**config.mk**
```make
export PLATFORM = sky130hd
export DESIGN_NAME = i2cs_slave
export DESIGN_NICKNAME = d
export VERILOG_FILES = /design/src/rtl/i2cs_pkg.sv /design/src/rtl/i2cs_line_sync.sv /design/src/rtl/i2cs_core.sv /design/src/rtl/i2cs_slave.sv
export SDC_FILE = /design/constraint.sdc
export NUM_CORES = 1
export LEC_CHECK = 0
export BUFFER_PORTS_ARGS = -buffer_cell sky130_fd_sc_hd__buf_2
export CAP_MARGIN = 20
export CORE_ASPECT_RATIO = 0.6
export CORE_UTILIZATION = 58
export CTS_CLUSTER_DIAMETER = 60
export DETAILED_ROUTE_END_ITERATION = 10
export PLACE_DENSITY = 0.86
export RECOVER_POWER = 100
export SYNTH_ARGS = -nofsm -noshare
export SYNTH_HDL_FRONTEND = slang
export SYNTH_HIERARCHICAL = 1
export SYNTH_SLANG_ARGS = --single-unit
export TNS_END_PERCENT = 30
```
**constraint.sdc**
```tcl
create_clock -name clk -period 2.15 [get_ports clk]
set_clock_uncertainty 0.15 [all_clocks]
set_input_delay 0.1075 -clock clk [delete_from_list [all_inputs] [get_ports clk]]
set_output_delay 0.1075 -clock clk [all_outputs]
set_load 0.1 [all_outputs]
```
**src/rtl/i2cs_pkg.sv**
```systemverilog
// Package: shared constants and the engine state type.
// Assumes bytes are eight bits wide, as on any I2C bus.
package i2cs_pkg;
    localparam int BYTE_W = 8;
    localparam int CNT_W  = $clog2(BYTE_W + 1);
    localparam logic [4:0] TEN_PREFIX = 5'b11110;

    typedef enum logic [2:0] {
        ST_IDLE,
        ST_ADDR,
        ST_ACK,
        ST_RX,
        ST_TX,
        ST_TXACK,
        ST_WAIT
    } i2cs_state_e;
endpackage

```
**src/rtl/i2cs_line_sync.sv**
```systemverilog
// Line conditioner: brings SCL and SDA into the clock domain and derives
// SCL edges plus Start/Stop events. Assumes SCL is many clocks long, so
// both lines pass through equal-length pipelines and keep their order.
module i2cs_line_sync #(
    parameter int STAGES = 2
) (
    input  logic clk,
    input  logic rst_n,
    input  logic scl_in,
    input  logic sda_in,
    output logic scl_s,
    output logic sda_s,
    output logic scl_rise,
    output logic scl_fall,
    output logic start_evt,
    output logic stop_evt
);
    logic [STAGES-1:0] scl_p, sda_p;
    logic              scl_d, sda_d;

    // Purpose: multi-flop synchronizers plus one delayed copy for edges.
    always_ff @(posedge clk) begin
        if (!rst_n) begin
            scl_p <= '1;
            sda_p <= '1;
            scl_d <= 1'b1;
            sda_d <= 1'b1;
        end else begin
            scl_p <= {scl_p[STAGES-2:0], scl_in};
            sda_p <= {sda_p[STAGES-2:0], sda_in};
            scl_d <= scl_p[STAGES-1];
            sda_d <= sda_p[STAGES-1];
        end
    end

    // Purpose: edge and bus-condition decode from synchronized levels.
    always_comb begin
        scl_s     = scl_p[STAGES-1];
        sda_s     = sda_p[STAGES-1];
        scl_rise  = scl_s & ~scl_d;
        scl_fall  = ~scl_s & scl_d;
        start_evt = scl_s & scl_d & sda_d & ~sda_s;
        stop_evt  = scl_s & scl_d & ~sda_d & sda_s;
    end
endmodule

```
**src/rtl/i2cs_core.sv**
```systemverilog
// Protocol engine and host-visible state: shifts bytes, matches 7/10-bit
// addresses, makes ACK/NACK, loads the buffer, stretches SCL and keeps the
// status flags. Assumes event inputs come from i2cs_line_sync and that the
// host touches the buffer only while SCL is held low.
module i2cs_core
    import i2cs_pkg::*;
(
    input  logic              clk,
    input  logic              rst_n,
    input  logic              ten_bit_en,
    input  logic              scl_s,
    input  logic              sda_s,
    input  logic              scl_rise,
    input  logic              scl_fall,
    input  logic              start_evt,
    input  logic              stop_evt,
    input  logic [BYTE_W-1:0] host_wdata,
    input  logic              host_wr_addr,
    input  logic              host_wr_buf,
    input  logic              host_rd_buf,
    input  logic              host_rel_scl,
    input  logic              host_clr_ovf,
    input  logic              host_clr_irq,
    output logic [BYTE_W-1:0] buf_q,
    output logic              bf_q,
    output logic              ovf_q,
    output logic              upd_q,
    output logic              rw_q,
    output logic              irq_q,
    output logic              scl_pull,
    output logic              sda_pull
);
    localparam logic [CNT_W-1:0] LAST_RX = CNT_W'(BYTE_W);
    localparam logic [CNT_W-1:0] LAST_TX = CNT_W'(BYTE_W - 1);

    i2cs_state_e       state, after;
    logic [CNT_W-1:0]  cnt;
    logic [BYTE_W-1:0] sr, tx_sr, addr_q;
    logic              hold_q, ack_drv, go_upd, go_hold;
    logic              low_stage, ten_ok, mack;

    // Address decision inputs derived from the received byte.
    logic              hit, want_upd, want_hold, set_ten, hit_rw;
    i2cs_state_e       hit_to;
    logic              hi_ok;

    // Purpose: decide whether the shifted address byte is ours and what follows.
    always_comb begin
        hit       = 1'b0;
        hit_to    = ST_WAIT;
        want_upd  = 1'b0;
        want_hold = 1'b0;
        set_ten   = 1'b0;
        hit_rw    = sr[0];
        hi_ok     = (sr[BYTE_W-1:BYTE_W-5] == TEN_PREFIX) &&
                    (sr[BYTE_W-1:1] == addr_q[BYTE_W-1:1]);
        if (!ten_bit_en) begin
            hit       = (sr[BYTE_W-1:1] == addr_q[BYTE_W-1:1]);
            hit_to    = sr[0] ? ST_TX : ST_RX;
            want_hold = sr[0];
        end else if (low_stage) begin
            hit      = (sr == addr_q);
            hit_to   = ST_RX;
            want_upd = 1'b1;
            set_ten  = 1'b1;
            hit_rw   = 1'b0;
        end else if (!sr[0]) begin
            hit      = hi_ok;
            hit_to   = ST_ADDR;
            want_upd = 1'b1;
        end else begin
            hit       = hi_ok && ten_ok;
            hit_to    = ST_TX;
            want_hold = 1'b1;
        end
    end

    // Purpose: host strobes first, then bus events, which win on a collision.
    always_ff @(posedge clk) begin
        if (!rst_n) begin
            state     <= ST_IDLE;
            after     <= ST_IDLE;
            cnt       <= '0;
            sr        <= '0;
            tx_sr     <= '0;
            addr_q    <= '0;
            buf_q     <= '0;
            bf_q      <= 1'b0;
            ovf_q     <= 1'b0;
            upd_q     <= 1'b0;
            rw_q      <= 1'b0;
            irq_q     <= 1'b0;
            hold_q    <= 1'b0;
            ack_drv   <= 1'b0;
            go_upd    <= 1'b0;
            go_hold   <= 1'b0;
            low_stage <= 1'b0;
            ten_ok    <= 1'b0;
            mack      <= 1'b1;
        end else begin
            if (host_rd_buf)  bf_q  <= 1'b0;
            if (host_clr_ovf) ovf_q <= 1'b0;
            if (host_clr_irq) irq_q <= 1'b0;
            if (host_wr_addr) begin
                addr_q <= host_wdata;
                if (upd_q) begin
                    upd_q  <= 1'b0;
                    hold_q <= 1'b0;
                end
            end
            if (host_wr_buf) begin
                buf_q <= host_wdata;
                tx_sr <= host_wdata;
            end
            if (host_rel_scl && !upd_q) hold_q <= 1'b0;

            if (stop_evt) begin
                state     <= ST_IDLE;
                ack_drv   <= 1'b0;
                ten_ok    <= 1'b0;
                low_stage <= 1'b0;
            end else if (start_evt) begin
                state     <= ST_ADDR;
                cnt       <= '0;
                ack_drv   <= 1'b0;
                low_stage <= 1'b0;
            end else begin
                case (state)
                    ST_ADDR, ST_RX: begin
                        if (scl_rise) begin
                            sr  <= {sr[BYTE_W-2:0], sda_s};
                            cnt <= cnt + 1'b1;
                        end else if (scl_fall && cnt == LAST_RX) begin
                            cnt     <= '0;
                            go_upd  <= 1'b0;
                            go_hold <= 1'b0;
                            after   <= ST_RX;
                            state   <= ST_ACK;
                            if (state == ST_ADDR && !hit) begin
                                state <= ST_WAIT;
                            end else if (!bf_q && !ovf_q) begin
                                buf_q   <= sr;
                                bf_q    <= 1'b1;
                                ack_drv <= 1'b1;
                                if (state == ST_ADDR) begin
                                    rw_q      <= hit_rw;
                                    after     <= hit_to;
                                    go_upd    <= want_upd;
                                    go_hold   <= want_hold;
                                    low_stage <= (hit_to == ST_ADDR);
                                    if (set_ten) ten_ok <= 1'b1;
                                end
                            end else begin
                                if (bf_q) ovf_q <= 1'b1;
                                if (state == ST_ADDR) after <= ST_WAIT;
                            end
                        end
                    end
                    ST_ACK: begin
                        if (scl_fall) begin
                            ack_drv <= 1'b0;
                            irq_q   <= 1'b1;
                            if (go_upd) upd_q <= 1'b1;
                            if (go_upd || go_hold) hold_q <= 1'b1;
                            state <= after;
                        end
                    end
                    ST_TX: begin
                        if (scl_fall) begin
                            tx_sr <= {tx_sr[BYTE_W-2:0], 1'b0};
                            if (cnt == LAST_TX) begin
                                cnt   <= '0;
                                state <= ST_TXACK;
                            end else begin
                                cnt <= cnt + 1'b1;
                            end
                        end
                    end
                    ST_TXACK: begin
                        if (scl_rise) begin
                            mack <= sda_s;
                        end else if (scl_fall) begin
                            if (!mack) begin
                                irq_q  <= 1'b1;
                                hold_q <= 1'b1;
                                state  <= ST_TX;
                            end else begin
                                state <= ST_WAIT;
                            end
                        end
                    end
                    default: ;
                endcase
            end
        end
    end

    // Purpose: open-drain enables; the shifter's MSB owns SDA while sending.
    always_comb begin
        scl_pull = hold_q;
        sda_pull = (state == ST_TX) ? ~tx_sr[BYTE_W-1] : ack_drv;
    end

    AST_ACK_NEEDS_ROOM: assert property (@(posedge clk) disable iff (!rst_n)
        $rose(ack_drv) |-> $past(!bf_q && !ovf_q));
    AST_ACK_FILLS_BUF: assert property (@(posedge clk) disable iff (!rst_n)
        $rose(ack_drv) |-> bf_q);
    AST_UPD_HOLDS_SCL: assert property (@(posedge clk) disable iff (!rst_n)
        upd_q |-> scl_pull);
    AST_OVF_STICKY: assert property (@(posedge clk) disable iff (!rst_n)
        (ovf_q && !host_clr_ovf) |=> ovf_q);
    AST_IRQ_STICKY: assert property (@(posedge clk) disable iff (!rst_n)
        (irq_q && !host_clr_irq) |=> irq_q);
    AST_SDA_MOVES_LOW_SCL: assert property (@(posedge clk) disable iff (!rst_n)
        !$stable(sda_pull) |-> !scl_s);
endmodule

```
**src/rtl/i2cs_slave.sv**
```systemverilog
// Top level: line conditioner feeding the protocol engine. Assumes scl_in
// and sda_in are the resolved open-drain line levels and that the outside
// pulls a line low whenever the matching *_pull output is 1.
module i2cs_slave #(
    parameter int SYNC_STAGES = 2
) (
    input  logic       clk,
    input  logic       rst_n,
    input  logic       ten_bit_en,
    input  logic [7:0] host_wdata,
    input  logic       host_wr_addr,
    input  logic       host_wr_buf,
    input  logic       host_rd_buf,
    input  logic       host_rel_scl,
    input  logic       host_clr_ovf,
    input  logic       host_clr_irq,
    output logic [7:0] buf_data,
    output logic       stat_full,
    output logic       stat_ovf,
    output logic       stat_upd_addr,
    output logic       stat_rw,
    output logic       irq,
    input  logic       scl_in,
    input  logic       sda_in,
    output logic       scl_pull,
    output logic       sda_pull
);
    logic scl_s, sda_s, scl_rise, scl_fall, start_evt, stop_evt;

    i2cs_line_sync #(.STAGES(SYNC_STAGES)) sync_i (
        .clk(clk), .rst_n(rst_n), .scl_in(scl_in), .sda_in(sda_in),
        .scl_s(scl_s), .sda_s(sda_s), .scl_rise(scl_rise), .scl_fall(scl_fall),
        .start_evt(start_evt), .stop_evt(stop_evt)
    );

    i2cs_core core_i (
        .clk(clk), .rst_n(rst_n), .ten_bit_en(ten_bit_en),
        .scl_s(scl_s), .sda_s(sda_s), .scl_rise(scl_rise), .scl_fall(scl_fall),
        .start_evt(start_evt), .stop_evt(stop_evt),
        .host_wdata(host_wdata), .host_wr_addr(host_wr_addr),
        .host_wr_buf(host_wr_buf), .host_rd_buf(host_rd_buf),
        .host_rel_scl(host_rel_scl), .host_clr_ovf(host_clr_ovf),
        .host_clr_irq(host_clr_irq),
        .buf_q(buf_data), .bf_q(stat_full), .ovf_q(stat_ovf),
        .upd_q(stat_upd_addr), .rw_q(stat_rw), .irq_q(irq),
        .scl_pull(scl_pull), .sda_pull(sda_pull)
    );
endmodule

```
==> flow_metrics.env <==
export IMPL_status="finished, final reports clean"
export IMPL_die_height_um=58.2
export IMPL_worstSetupStartpointType="flip-flop"
export IMPL_cp_arrival_ns=2.16
export IMPL_period_needed_ns=2.07
export IMPL_ys_warn_count=6
export IMPL_post_route_drc_count=0
export IMPL_grt_max_degree=35
export IMPL_fillers=374
export IMPL_p_int_mw=1.94
export IMPL_grt_pass1_wl_um=12000
export IMPL_synth_seq_area_share_pct=39.4
export IMPL_vias=2696
export IMPL_firstDrtPassIters=5
export IMPL_syn2layout_area_growth_pct=19.9
export IMPL_insertedDiodeCount=0
export IMPL_synth_cell_area_um2=3050
export IMPL_fin_cells=443
export IMPL_seq_area_um2=1200
export IMPL_die_area_um2=5570
export IMPL_grt_ovfl_total=0
export IMPL_rsz0062_at_grt="false"
export IMPL_worst_path_max_fanout=15
export IMPL_vias_per_cell=6.09
export IMPL_grt_pass1_vias=2478
export IMPL_clockBufferDepth=2
export IMPL_yosys_most_used_dff="dfxtp_1"
export IMPL_grt_total_usage_pct=29.4
export IMPL_comb_power_share_pct=11.5
export IMPL_synth_distinct_cells=57
export IMPL_multiInputGateArea_um2=1740
export IMPL_clkSinkCount=60
export IMPL_sequentialPowerShare_pct=45.2
export IMPL_post_cts_setup_buffers=0
export IMPL_drive_gt1_share_pct=17.5
export IMPL_drt_iter0_markers=247
export IMPL_die_width_um=95.6
export IMPL_num_rows=20
export IMPL_cp_end_kind="flip-flop"
export IMPL_cpMaxStageDelayCell="dfxtp_1"
export IMPL_cts_inserted_buffers=9
export IMPL_synth_area_per_cell_um2=9.57
export IMPL_final_setup_worst_slack_ns=0.0795
export IMPL_power_share_clock_pct=43.3
export IMPL_gp_congestion=0.891
export IMPL_worstSkewPairLatency_ns=0.35
export IMPL_power_switching_uw=648
export IMPL_switching_share_pct=25.1
export IMPL_cts_tree="done"
export IMPL_power_density_nw_per_um2=706
export IMPL_htreeDepth=3
export IMPL_clkTransAtPathRegs_ns=0.06
export IMPL_placeableCoreArea_um2=5050
export IMPL_antenna_found_initial=0
export IMPL_cp_num_buf_inv=2
export IMPL_cp_top_family="simple AND/OR/NAND/NOR gates"
export IMPL_setup_tns_ns=0
export IMPL_cap_violations=0
export IMPL_synth_seq_cells=60
export IMPL_fmax_mhz=483
export IMPL_ios=34
export IMPL_relSlewSlack_pct=20.7
export IMPL_crit_chain="and4b_1 > nor2_1 > buf_4 > nand3_1 > buf_2 > o211a_1"
export IMPL_min_path_type="in2reg"
export IMPL_final_antenna_net_count=0
export IMPL_critical_path_max_stage_delay_ns=0.38
export IMPL_worstMarginPinSlew_ns=1.19
export IMPL_peakVddDrop_mv=0.545
export IMPL_async_flop_share_pct=0
export IMPL_place_ws_ns=0.0866
export IMPL_hold_viol=0
export IMPL_synth_edf_count=0
export IMPL_fin_nets=393
export IMPL_slew_violations=0
export IMPL_syn_inst=319
export IMPL_p_leak_nw=1.59
export IMPL_wl_per_cell_um=17.0
export IMPL_cts_root_buf="clkbuf_8"
export IMPL_io_buffer_count=33
export IMPL_syn_num_nets=340
export IMPL_wirelength_um=7510
export IMPL_holdWs_ns=0.0274
export IMPL_path_class="reg2reg"
export IMPL_hpwl_um=5220
export IMPL_finalCritPeriodShare_pct=96.3
export IMPL_finalSetupViolations=0
export IMPL_dp_cells=412
export IMPL_critPathRequiredTime_ns=2.24
export IMPL_initial_core_util_pct=60.4
## cell type report
type,count,area share (%)
Clock buffer,11,3.86
Clock inverter,5,2.05
Inverter,9,0.923
Multi-Input combinational cell,232,47.4
Sequential cell,60,32.8
Tap cell,66,2.26
Timing Repair Buffer,60,10.7
## per-layer routing
layer,GRT usage [%],wire length (um)
met1,40.6,3390
met2,42.9,3350
met3,8.40,637
met4,12.6,133
met5,0,0
## synth_stat cells, types with 3 or more instances
cell type  count  area [um^2]
nor2b_1       14         87.6
o211a_1       17          170
and4b_1        3         30.0
nand2_1       30          113
xor2_1         8         70.1
nor2_1         7         26.3
nand2b_1      14         87.6
buf_2          4         20.0
mux2i_1       26          260
a21boi_1       5         37.5
dfxtp_1       60         1200
nand4_1        7         43.8
clkbuf_1      11         41.3
a21boi_0      15          113
nand3_1       17         85.1
and3_1         4         25.0
o21ai_0       14         70.1
inv_1          9         33.8
a21oi_1        6         30.0
## power by group through the flow
stage,clock network (mW),logic (mW),registers (mW)
CTS,1.13,0.296,1.17
floorplan,0,0.148,1.25
global placement,0,0.265,1.19
finish,1.12,0.298,1.17
global route,1.19,0.316,1.17
detailed placement,0,0.273,1.19
## worst min-delay path: cells and delay by family
family / cells / cell delay [ns]
buffers and inverters: 1 / 0.07
AND/OR/NAND/NOR: 1 / 0.06
AO/OA/AOI/OAI: 2 / 0.24
## per-stage QoR
step	util [%]	instance area (um^2)	total power [mW]
2_1_floorplan	-	3060	1.39
3_3_place_gp	65.6	3320	1.45
3_5_place_dp	65.6	3320	1.46
4_1_cts	72.9	3680	2.60
5_1_grt	72.4	3660	2.68
6_report	72.4	3660	2.58
## cells by family after synthesis
kind of cell,after synthesis,synth area share [%]
flip-flops,60,39.4
multiplexers,27,8.90
AO/OA/AOI/OAI,78,21.2
adder cells (fa/ha/maj),2,0.820
AND/OR/NAND/NOR,117,23.3
buffers and inverters,27,4.10
XOR/XNOR,8,2.30
## worst paths after layout
check | cells after the start | slack (ns) | startpoint | to
setup / recovery | 6 | 0.08 | sync_i/sda_p[1] | core_i/tx_sr[3]
hold / removal | 4 | 0.03 | host_rel_scl | core_i/scl_pull
setup reg to reg | 6 | 0.08 | sync_i/sda_p[1] | core_i/tx_sr[3]
hold reg to reg | 1 | 0.26 | sync_i/sda_p[0] | sync_i/sda_p[1]
## registers in the layout (all words and copies together) (netlist names), 2 cells and up
register and cells:
core_i/state 3, core_i/addr_q 8, core_i/sr 8, sync_i/sda_p 2, sync_i/scl_p 2, core_i/cnt 4
core_i/tx_sr 8, core_i/after 3, core_i/buf_q 8
## cells in the final DEF (no fill, tap or decap), types with 3 or more instances in the layout
master and n:
nor2b_1 14, nand4_1 7, buf_4 10, buf_2 19, dlygate4sd3_1 15, clkinv_2 3
a21oi_1 5, o21ai_0 13, nand2b_1 14, inv_1 9, mux2i_1 26, o211a_1 16
a21boi_0 17, and3_1 4, xor2_1 8, dfxtp_1 60, o211ai_1 3, nand2_1 30
a21boi_1 3, and4b_1 3, nand3_1 17, clkbuf_1 14, nor2_1 7, clkbuf_8 10
## timing repair
action	4_1_cts	5_1_grt
hold endpoints to repair	17	0
hold buffers	15	0
gates resized for setup	0	5
setup endpoints to repair	0	9
Power figures use the tool's default switching activity.
